<file path="src/rtl/phyAccessPkg.sv">
package phyAccessPkg;
  typedef struct packed {
    logic load;   // accept new command word
    logic done;   // acknowledge sampled for outstanding access
  } ctlStrobes_t;
endpackage

</file>
<file path="src/rtl/phyAccessCtl.sv">
module phyAccessCtl
  import phyAccessPkg::*;
#(
  parameter int TIMEOUT_CYCLES = 5000
) (
  input  logic        clk,
  input  logic        rst,
  input  logic        hostWrEn,
  input  logic        phyAck,
  output logic        busy,
  output logic        timeoutFlag,
  output ctlStrobes_t strb
);
  localparam int CNT_W = $clog2(TIMEOUT_CYCLES + 1);
  localparam logic [CNT_W-1:0] CNT_LAST = CNT_W'(TIMEOUT_CYCLES - 1);

  logic [CNT_W-1:0] waitCnt;

  always_comb begin
    strb.load = hostWrEn & ~busy;
    strb.done = busy & phyAck;
  end

  always_ff @(posedge clk) begin
    if (rst) begin
      busy        <= 1'b0;
      waitCnt     <= '0;
      timeoutFlag <= 1'b0;
    end else if (strb.load) begin
      busy    <= 1'b1;
      waitCnt <= '0;
    end else if (busy) begin
      if (phyAck) begin
        busy <= 1'b0;
      end else if (waitCnt == CNT_LAST) begin
        busy        <= 1'b0;
        timeoutFlag <= 1'b1;
      end else begin
        waitCnt <= waitCnt + 1'b1;
      end
    end
  end

  // an accepted command raises busy next cycle
  p_busy_set_r2: assert property (@(posedge clk) disable iff (rst)
    (hostWrEn && !busy) |=> busy);

  // acknowledge ends the access
  p_ack_clears_r4: assert property (@(posedge clk) disable iff (rst)
    (busy && phyAck) |=> !busy);

  // timeout flag never drops without reset
  p_tmo_sticky_r9: assert property (@(posedge clk) disable iff (rst)
    timeoutFlag |=> timeoutFlag);

  // flag rises only when an access is abandoned
  p_tmo_cause_r8: assert property (@(posedge clk) disable iff (rst)
    $rose(timeoutFlag) |-> ($past(busy) && !$past(phyAck) && !busy));
endmodule

</file>
<file path="src/rtl/phyAccessDp.sv">
module phyAccessDp
  import phyAccessPkg::*;
#(
  parameter int ADDR_W = 8,
  parameter int DATA_W = 16
) (
  input  logic              clk,
  input  logic              rst,
  input  ctlStrobes_t       strb,
  input  logic [31:0]       hostWrData,
  input  logic [DATA_W-1:0] phyRdata,
  output logic              opWrite,
  output logic [ADDR_W-1:0] addrQ,
  output logic [DATA_W-1:0] dataQ
);
  localparam int ADDR_LSB = 8;
  localparam int DATA_LSB = 16;

  always_ff @(posedge clk) begin
    if (rst) begin
      opWrite <= 1'b0;
      addrQ   <= '0;
      dataQ   <= '0;
    end else if (strb.load) begin
      opWrite <= hostWrData[0];
      addrQ   <= hostWrData[ADDR_LSB +: ADDR_W];
      dataQ   <= hostWrData[DATA_LSB +: DATA_W];
    end else if (strb.done && !opWrite) begin
      dataQ <= phyRdata;
    end
  end

  // completed read returns the PHY data
  p_rd_capture_r5: assert property (@(posedge clk) disable iff (rst)
    (strb.done && !opWrite) |=> (dataQ == $past(phyRdata)));

  // completed write keeps its data
  p_wr_keep_r5: assert property (@(posedge clk) disable iff (rst)
    (strb.done && opWrite) |=> $stable(dataQ));
endmodule

</file>
<file path="src/rtl/phyAccessPort.sv">
module phyAccessPort
  import phyAccessPkg::*;
#(
  parameter int TIMEOUT_CYCLES = 5000
) (
  input  logic        clk,
  input  logic        rst,
  input  logic        hostWrEn,
  input  logic [31:0] hostWrData,
  output logic [31:0] hostRdData,
  output logic        timeoutFlag,
  output logic        phyReq,
  output logic        phyWe,
  output logic [7:0]  phyAddr,
  output logic [15:0] phyWdata,
  input  logic        phyAck,
  input  logic [15:0] phyRdata
);
  ctlStrobes_t strb;
  logic        busyFlag;
  logic        opWrite;
  logic [7:0]  addrQ;
  logic [15:0] dataQ;

  phyAccessCtl #(.TIMEOUT_CYCLES(TIMEOUT_CYCLES)) u_ctl (
    .clk(clk), .rst(rst), .hostWrEn(hostWrEn), .phyAck(phyAck),
    .busy(busyFlag), .timeoutFlag(timeoutFlag), .strb(strb)
  );

  phyAccessDp #(.ADDR_W(8), .DATA_W(16)) u_dp (
    .clk(clk), .rst(rst), .strb(strb), .hostWrData(hostWrData),
    .phyRdata(phyRdata), .opWrite(opWrite), .addrQ(addrQ), .dataQ(dataQ)
  );

  assign phyReq     = busyFlag;
  assign phyWe      = opWrite;
  assign phyAddr    = addrQ;
  assign phyWdata   = dataQ;
  assign hostRdData = {dataQ, addrQ, busyFlag, 6'b0, opWrite};

  // host writes during an access leave the request untouched
  p_ignore_busy_wr_r6: assert property (@(posedge clk) disable iff (rst)
    (hostWrEn && busyFlag) |=> ($stable(phyAddr) && $stable(phyWe)
                                && $stable(phyWdata)));

  // request fields hold while waiting
  p_req_hold_r4: assert property (@(posedge clk) disable iff (rst)
    (phyReq && !phyAck) |=> (!phyReq || ($stable(phyAddr) && $stable(phyWe))));

  // stray acknowledge while idle changes nothing
  p_idle_ack_r7: assert property (@(posedge clk) disable iff (rst)
    (!phyReq && !hostWrEn) |=> ($stable(hostRdData)));
endmodule

</file>
<file path="config.mk">
export PLATFORM = sky130hd
export DESIGN_NAME = phyAccessPort
export DESIGN_NICKNAME = d
export VERILOG_FILES = /design/src/rtl/phyAccessPkg.sv /design/src/rtl/phyAccessCtl.sv /design/src/rtl/phyAccessDp.sv /design/src/rtl/phyAccessPort.sv
export SDC_FILE = /design/constraint.sdc
export NUM_CORES = 1
export LEC_CHECK = 0
export ABC_AREA = 1
export BUFFER_PORTS_ARGS = -buffer_cell sky130_fd_sc_hd__buf_2
export CAP_MARGIN = 20
export CORE_ASPECT_RATIO = 0.75
export CORE_MARGIN = 3
export CORE_UTILIZATION = 41
export DETAILED_ROUTE_END_ITERATION = 7
export PLACE_DENSITY = 0.83
export SLEW_MARGIN = 10
export SYNTH_ARGS = -nofsm -noshare
export SYNTH_HDL_FRONTEND = slang
export SYNTH_SLANG_ARGS = --single-unit
</file>
<file path="constraint.sdc">
create_clock -name clk -period 1.3 [get_ports clk]
set_input_delay 0.13 -clock clk [delete_from_list [all_inputs] [get_ports clk]]
set_output_delay 0.13 -clock clk [all_outputs]
set_load 0.02 [all_outputs]
</file>
* Word-level counts from Yosys, hierarchy flattened *
Cells that the tools add are included.

storage, ports and cells
  output and inout bits = 59
  logic and storage cells = 26
  input bits = 52
  bits in registers = 40

operators by class
  equal/unequal tests = 1
  reductions and logical operators = 6
  multiplexer cells = 6
  bitwise operators = 6
  $add $sub $neg = 1

operators by type and width
  operator                                                          number
  16-bit two-way mux                                                2
  13-bit by 1-bit adder with 13-bit output (second input constant)  1
  13-bit == test (second input constant)                            1
  1-bit two-way mux                                                 4
  1-bit inverter                                                    4
  4-bit AND reduction                                               1
  3-bit AND reduction                                               1
  1-bit bitwise AND                                                 2
  2-bit nonzero test                                                1
  2-bit OR reduction                                                1
  1-bit logical AND                                                 1
  1-bit zero test                                                   1

* Logic depth before layout (Yosys ltp) *
  depth in word-level cells = 5
  depth in mapped cells = 9
  mapped depth without buffers = 9

* By module *
From an unflattened synthesis, not the netlist that was laid out.

unflattened totals
  cells, all modules = 375
  area total of the unflattened synthesis = 2426.1 µm²

by module, submodules not included
  module         sequential area each (µm²)  area an instance (µm²)  times used  cells an instance
  phyAccessDp    500.5                       1226.2                  1           198
  phyAccessCtl   300.3                       955.9                   1           144
  phyAccessPort  0.0                         244.0                   1           33

* Least setup slack after synthesis *
Ideal clock, no wire load.

  path kind = reg2reg
  from = register u_ctl.busy
  to = register u_dp.dataQ[10]
  arrival = 1.261 ns
  setup time = 0.116 ns
  setup slack = -0.078 ns
  period minus slack after synthesis = 1.378 ns
  path buffers = 1
  stages on the path, launching flop included = 8
  data required time = 1.184 ns
  cell sequence = dfxtp_1 inv_2 nand2_4 inv_2 a21oi_1 inv_1 buf_2 o211a_1

between the ends
  longest elaborated chain between the ends = 3
  elaborated cells on any way between the ends = 6
  classes of those cells = mux (1); bitwise (3); reduce/logical (2)

ends and longest elaborated chain
  item                                                                       RTL line                                RTL
  start, declared                                                            phyAccessCtl.sv:10                      output logic busy,
  start signal, assigned                                                     phyAccessCtl.sv:26                      busy <= 1'b0;
  start signal, assigned                                                     phyAccessCtl.sv:30                      busy <= 1'b1;
  start signal, assigned                                                     phyAccessCtl.sv:34                      busy <= 1'b0;
  1-bit bitwise AND / 1-bit inverter (equally long branches)                 phyAccessCtl.sv:21, phyAccessCtl.sv:20
  1-bit logical AND / 1-bit bitwise AND (equally long branches)              phyAccessDp.sv:28, phyAccessCtl.sv:20
  2-bit nonzero test (no line) / 16-bit two-way mux (equally long branches)  --
  end signal, assigned                                                       phyAccessDp.sv:27                       dataQ <= hostWrData[DATA_LSB +: DATA_W];
  end signal, assigned                                                       phyAccessDp.sv:29                       dataQ <= phyRdata;
  end, declared                                                              phyAccessDp.sv:14                       output logic [DATA_W-1:0] dataQ

Parallel ways exist; a longest one is shown, timed or not.
A chain may end at the register's enable or synchronous reset.

* Worst setup path in the final report *
  from = register u_ctl.waitCnt[0]
  to = register u_ctl.waitCnt[5]

between the ends
  longest elaborated chain between the ends = 3
  elaborated cells on any way between the ends = 4
  classes of those cells = add/sub (1); eq/ne (1); bitwise (1); reduce/logical (1)

ends and longest elaborated chain
  item                                                                              RTL line            RTL
  start, declared                                                                   phyAccessCtl.sv:17  logic [CNT_W-1:0] waitCnt;
  start signal, assigned                                                            phyAccessCtl.sv:39  waitCnt <= waitCnt + 1'b1;
  branches (longest 3 deep; another with 13-bit by 1-bit adder with 13-bit output)  --

Several ways; the timed one is not identified.

==> reports/qor.csv <==
stage;metric;value;unit
route;dr.first_iter.drc_count;98;
route;ant_nets;0;
floorplan;start_util;0.4363;
synthesis;synth_cell_types;24;
setup_path;critPathLaunchType;flop;
setup_path;worstSetupPathType;flop to flop;
synthesis;synth.avg_cell_area;7.214;sq um
setup_path;path_max_fanout;7;
cells_and_area;finalNonFillerCells;470;
route;drtPass1Iterations;4;
placement;dp_slack;-0.01823;ns
synthesis;syn_inst;303;
cells_and_area;fill_cells;468;
clocking;clock_path_buffers;2;
synthesis;synth_area_leaders;dfxtp_1, nand2_1, buf_4, o211a_1, nor2_1;
timing;worst_slack;-0.07549;ns
timing;drv_slew;0;
timing;fmax;0.7270;GHz
timing;grt_setup_unrepaired;yes;
timing;hold_violations;0;
synthesis;synth-seq-cells;40;
cells_and_area;multi_input_area;1105;sq um
power;peakVddDrop;0.6832;mV
setup_path;critPathArrivalTime;1.56;ns
route;vias;2271;
setup_path;r2r_end;u_ctl.waitCnt[5]$_SDFFE_PP0P_;
clocking;clkSinkCount;40;
synthesis;synth_fa_ha_area_frac;0.005724;
clocking;clk_latency;0.30;ns
run;maxCapViolations;0;
placement;placed_cells;457;
cells_and_area;final_util;0.5814;
cells_and_area;layout_commonest_cell;buf_2;
floorplan;coreArea;5010;sq um
clocking;cts_hold_buffers;0;
synthesis;synth_top_area_share;0.3663;
synthesis;synth_mux_area_frac;0;
grt;grt_pass1_wl;9011;um
setup_path;critPathRequiredTime;1.49;ns
worst_hold_path;min_delay_worst_endpoint;u_ctl.busy$_SDFF_PP0_;
floorplan;rows;22;
cells_and_area;seq_area;805.8;sq um
worst_hold_path;hold_class;input pin to flop;
route;viasPerCell;4.832;
grt;first_global_vias;1983;
setup_path;reg2reg_from;u_ctl.waitCnt[0]$_SDFFE_PP0P_;
placement;port_buffers;97;
clocking;htree_levels;2;
synthesis;synth-xor-area-share;0.02003;
route;wl_per_cell;12.55;um
setup_path;worst-r2r-cell-count;8;
run_status;status;complete, but fails checks;
grt;grt_usage;0.1737;
synthesis;ys_warn_count;0;
floorplan;io_pins;111;
timing;finalCriticalPeriod;1.375;ns
cells_and_area;layout.nets;450;
timing;skew;0.007759;ns
clocking;cts_root_buffer;clkbuf_8;
cells_and_area;most-common-layout-cells;buf_2, nand2_1, dfxtp_1;
floorplan;dieHeight;69.24;um
synthesis;synth-compound-area-share;0.1236;
timing;hold_slack;0.04287;ns
floorplan;chipWidth;90.31;um
timing;tns;-0.3024;ns
cells_and_area;area_growth;33.26;%
synthesis;synth_top_family_by_area;simple AND/OR/NAND/NOR gates;
synthesis;seq_area_frac_synth;0.3663;
synthesis;synth_area;2186;sq um
setup_path;reg2reg_slack;-0.08;ns
synthesis;yosysTopAreaCell;dfxtp_1;
power;power.leakage;1.540;nW
grt;grt-ovfl-total;0;
synthesis;yosys.area_share.simple;0.3080;
run_status;violations;negative setup slack;
route;drc;0;
route;wirelength;5900;um
timing;setup_viol;7;
cells_and_area;diodes;0;
worst_hold_path;min_delay_path_depth;2;
timing;finalCritPeriodShare;1.058;
cells_and_area;drive_above_1_share;0.4196;
clocking;cts_tree;done;
power;p_per_area;1009;nW/um^2
placement;place_congestion;0.8993;
worst_hold_path;min-delay-start;rst;
clocking;path_clk_slew;0.08;ns
setup_path;setup.worst_path.end_class;flop;
placement;hpwl;4200;um
setup_path;cp-startpoint;u_ctl.waitCnt[0]$_SDFFE_PP0P_;
grt;grt_max_degree;33;
floorplan;die_area;6253;sq um
clocking;cts_buffers;5;
grt;antenna_found_initial;0;
what timing repair did:
item	4_1_cts	5_1_grt
hold endpoints to repair	0	0
resized for setup	2	21
endpoints found under the setup margin	10	14
pin swaps	0	5
setup buffers	1	3
gates cloned	0	1
cell type report:
cell class	count	area share
repair buffers	124	0.2509
clock inverters	3	0.006443
flip-flops and latches	40	0.2766
clock buffers	5	0.02363
inverters	24	0.03222
well taps	72	0.03093
multi-input cells	202	0.3793
logic make-up after synthesis:
family / after synthesis
and+or+nand+nor: 152
buffers and inverters: 66
DFF: 40
AOI/OAI and AO/OA: 38
xor gates and xnor gates: 5
adders and majority gates: 1
other: 1
sequential cells by signal, indices dropped and copies added (netlist names):
| name | flops |
|---|---|
| u_dp.opWrite | 1 |
| u_ctl.timeoutFlag | 1 |
| u_dp.dataQ | 16 |
| u_dp.addrQ | 8 |
| u_ctl.busy | 1 |
| u_ctl.waitCnt | 13 |
through the flow:
step / instance area [sq um] / total power, mW
2_1_floorplan: 2221 / 1.918
3_3_place_gp: 2695 / 2.093
3_5_place_dp: 2695 / 2.106
4_1_cts: 2794 / 2.927
5_1_grt: 2913 / 3.081
6_report: 2913 / 2.938
power by group:
part / internal [mW] / switching (mW) / total, mW
logic: 0.289 / 0.462 / 0.751
clock network: 0.374 / 0.454 / 0.828
registers: 1.30 / 0.0558 / 1.36
total: 1.97 / 0.972 / 2.94
layer usage:
layer / track usage / wire length [um] / vias to the layer above
li1: - / - / 1123
met1: 0.2267 / 2621 / 1061
met3: 0.04121 / 379 / 7
met4: 0.05772 / 69 / 0
met2: 0.2839 / 2829 / 80
met5: 0 / 0 / -
worst max-delay path by stage:
stage / end / slack (ns) / cells past startpoint
2_1_floorplan: u_dp.dataQ[10]$_SDFFE_PP0P_ / 0.02 / 7
3_3_place_gp: u_ctl.waitCnt[1]$_SDFFE_PP0P_ / 0.02 / 8
3_5_place_dp: u_ctl.waitCnt[1]$_SDFFE_PP0P_ / -0.02 / 8
4_1_cts: u_ctl.waitCnt[1]$_SDFFE_PP0P_ / -0.03 / 8
5_1_grt: u_ctl.waitCnt[5]$_SDFFE_PP0P_ / -0.13 / 8
6_report: u_ctl.waitCnt[5]$_SDFFE_PP0P_ / -0.08 / 8
Yosys cell counts (all sizes together):
cell type	n
buf	38
conb	1
o211a	16
nor2	38
clkinv	1
xor2	5
nand2	83
inv	23
nand3	25
nand3b	1
clkbuf	4
a21oi	13
o21ai	9
dfxtp	40
nand4	5
ha	1
critical path, stage by stage (launching register included):
cell and delay (ns):
dfxtp_2 0.36, ha_4 0.16, nand2_4 0.05, nor2_4 0.11
nand3_4 0.09, nand2_4 0.11, clkinvlp_4 0.17, nand2_1 0.14
a21oi_2 0.06
Note: power is estimated with default switching activity, not from simulation.
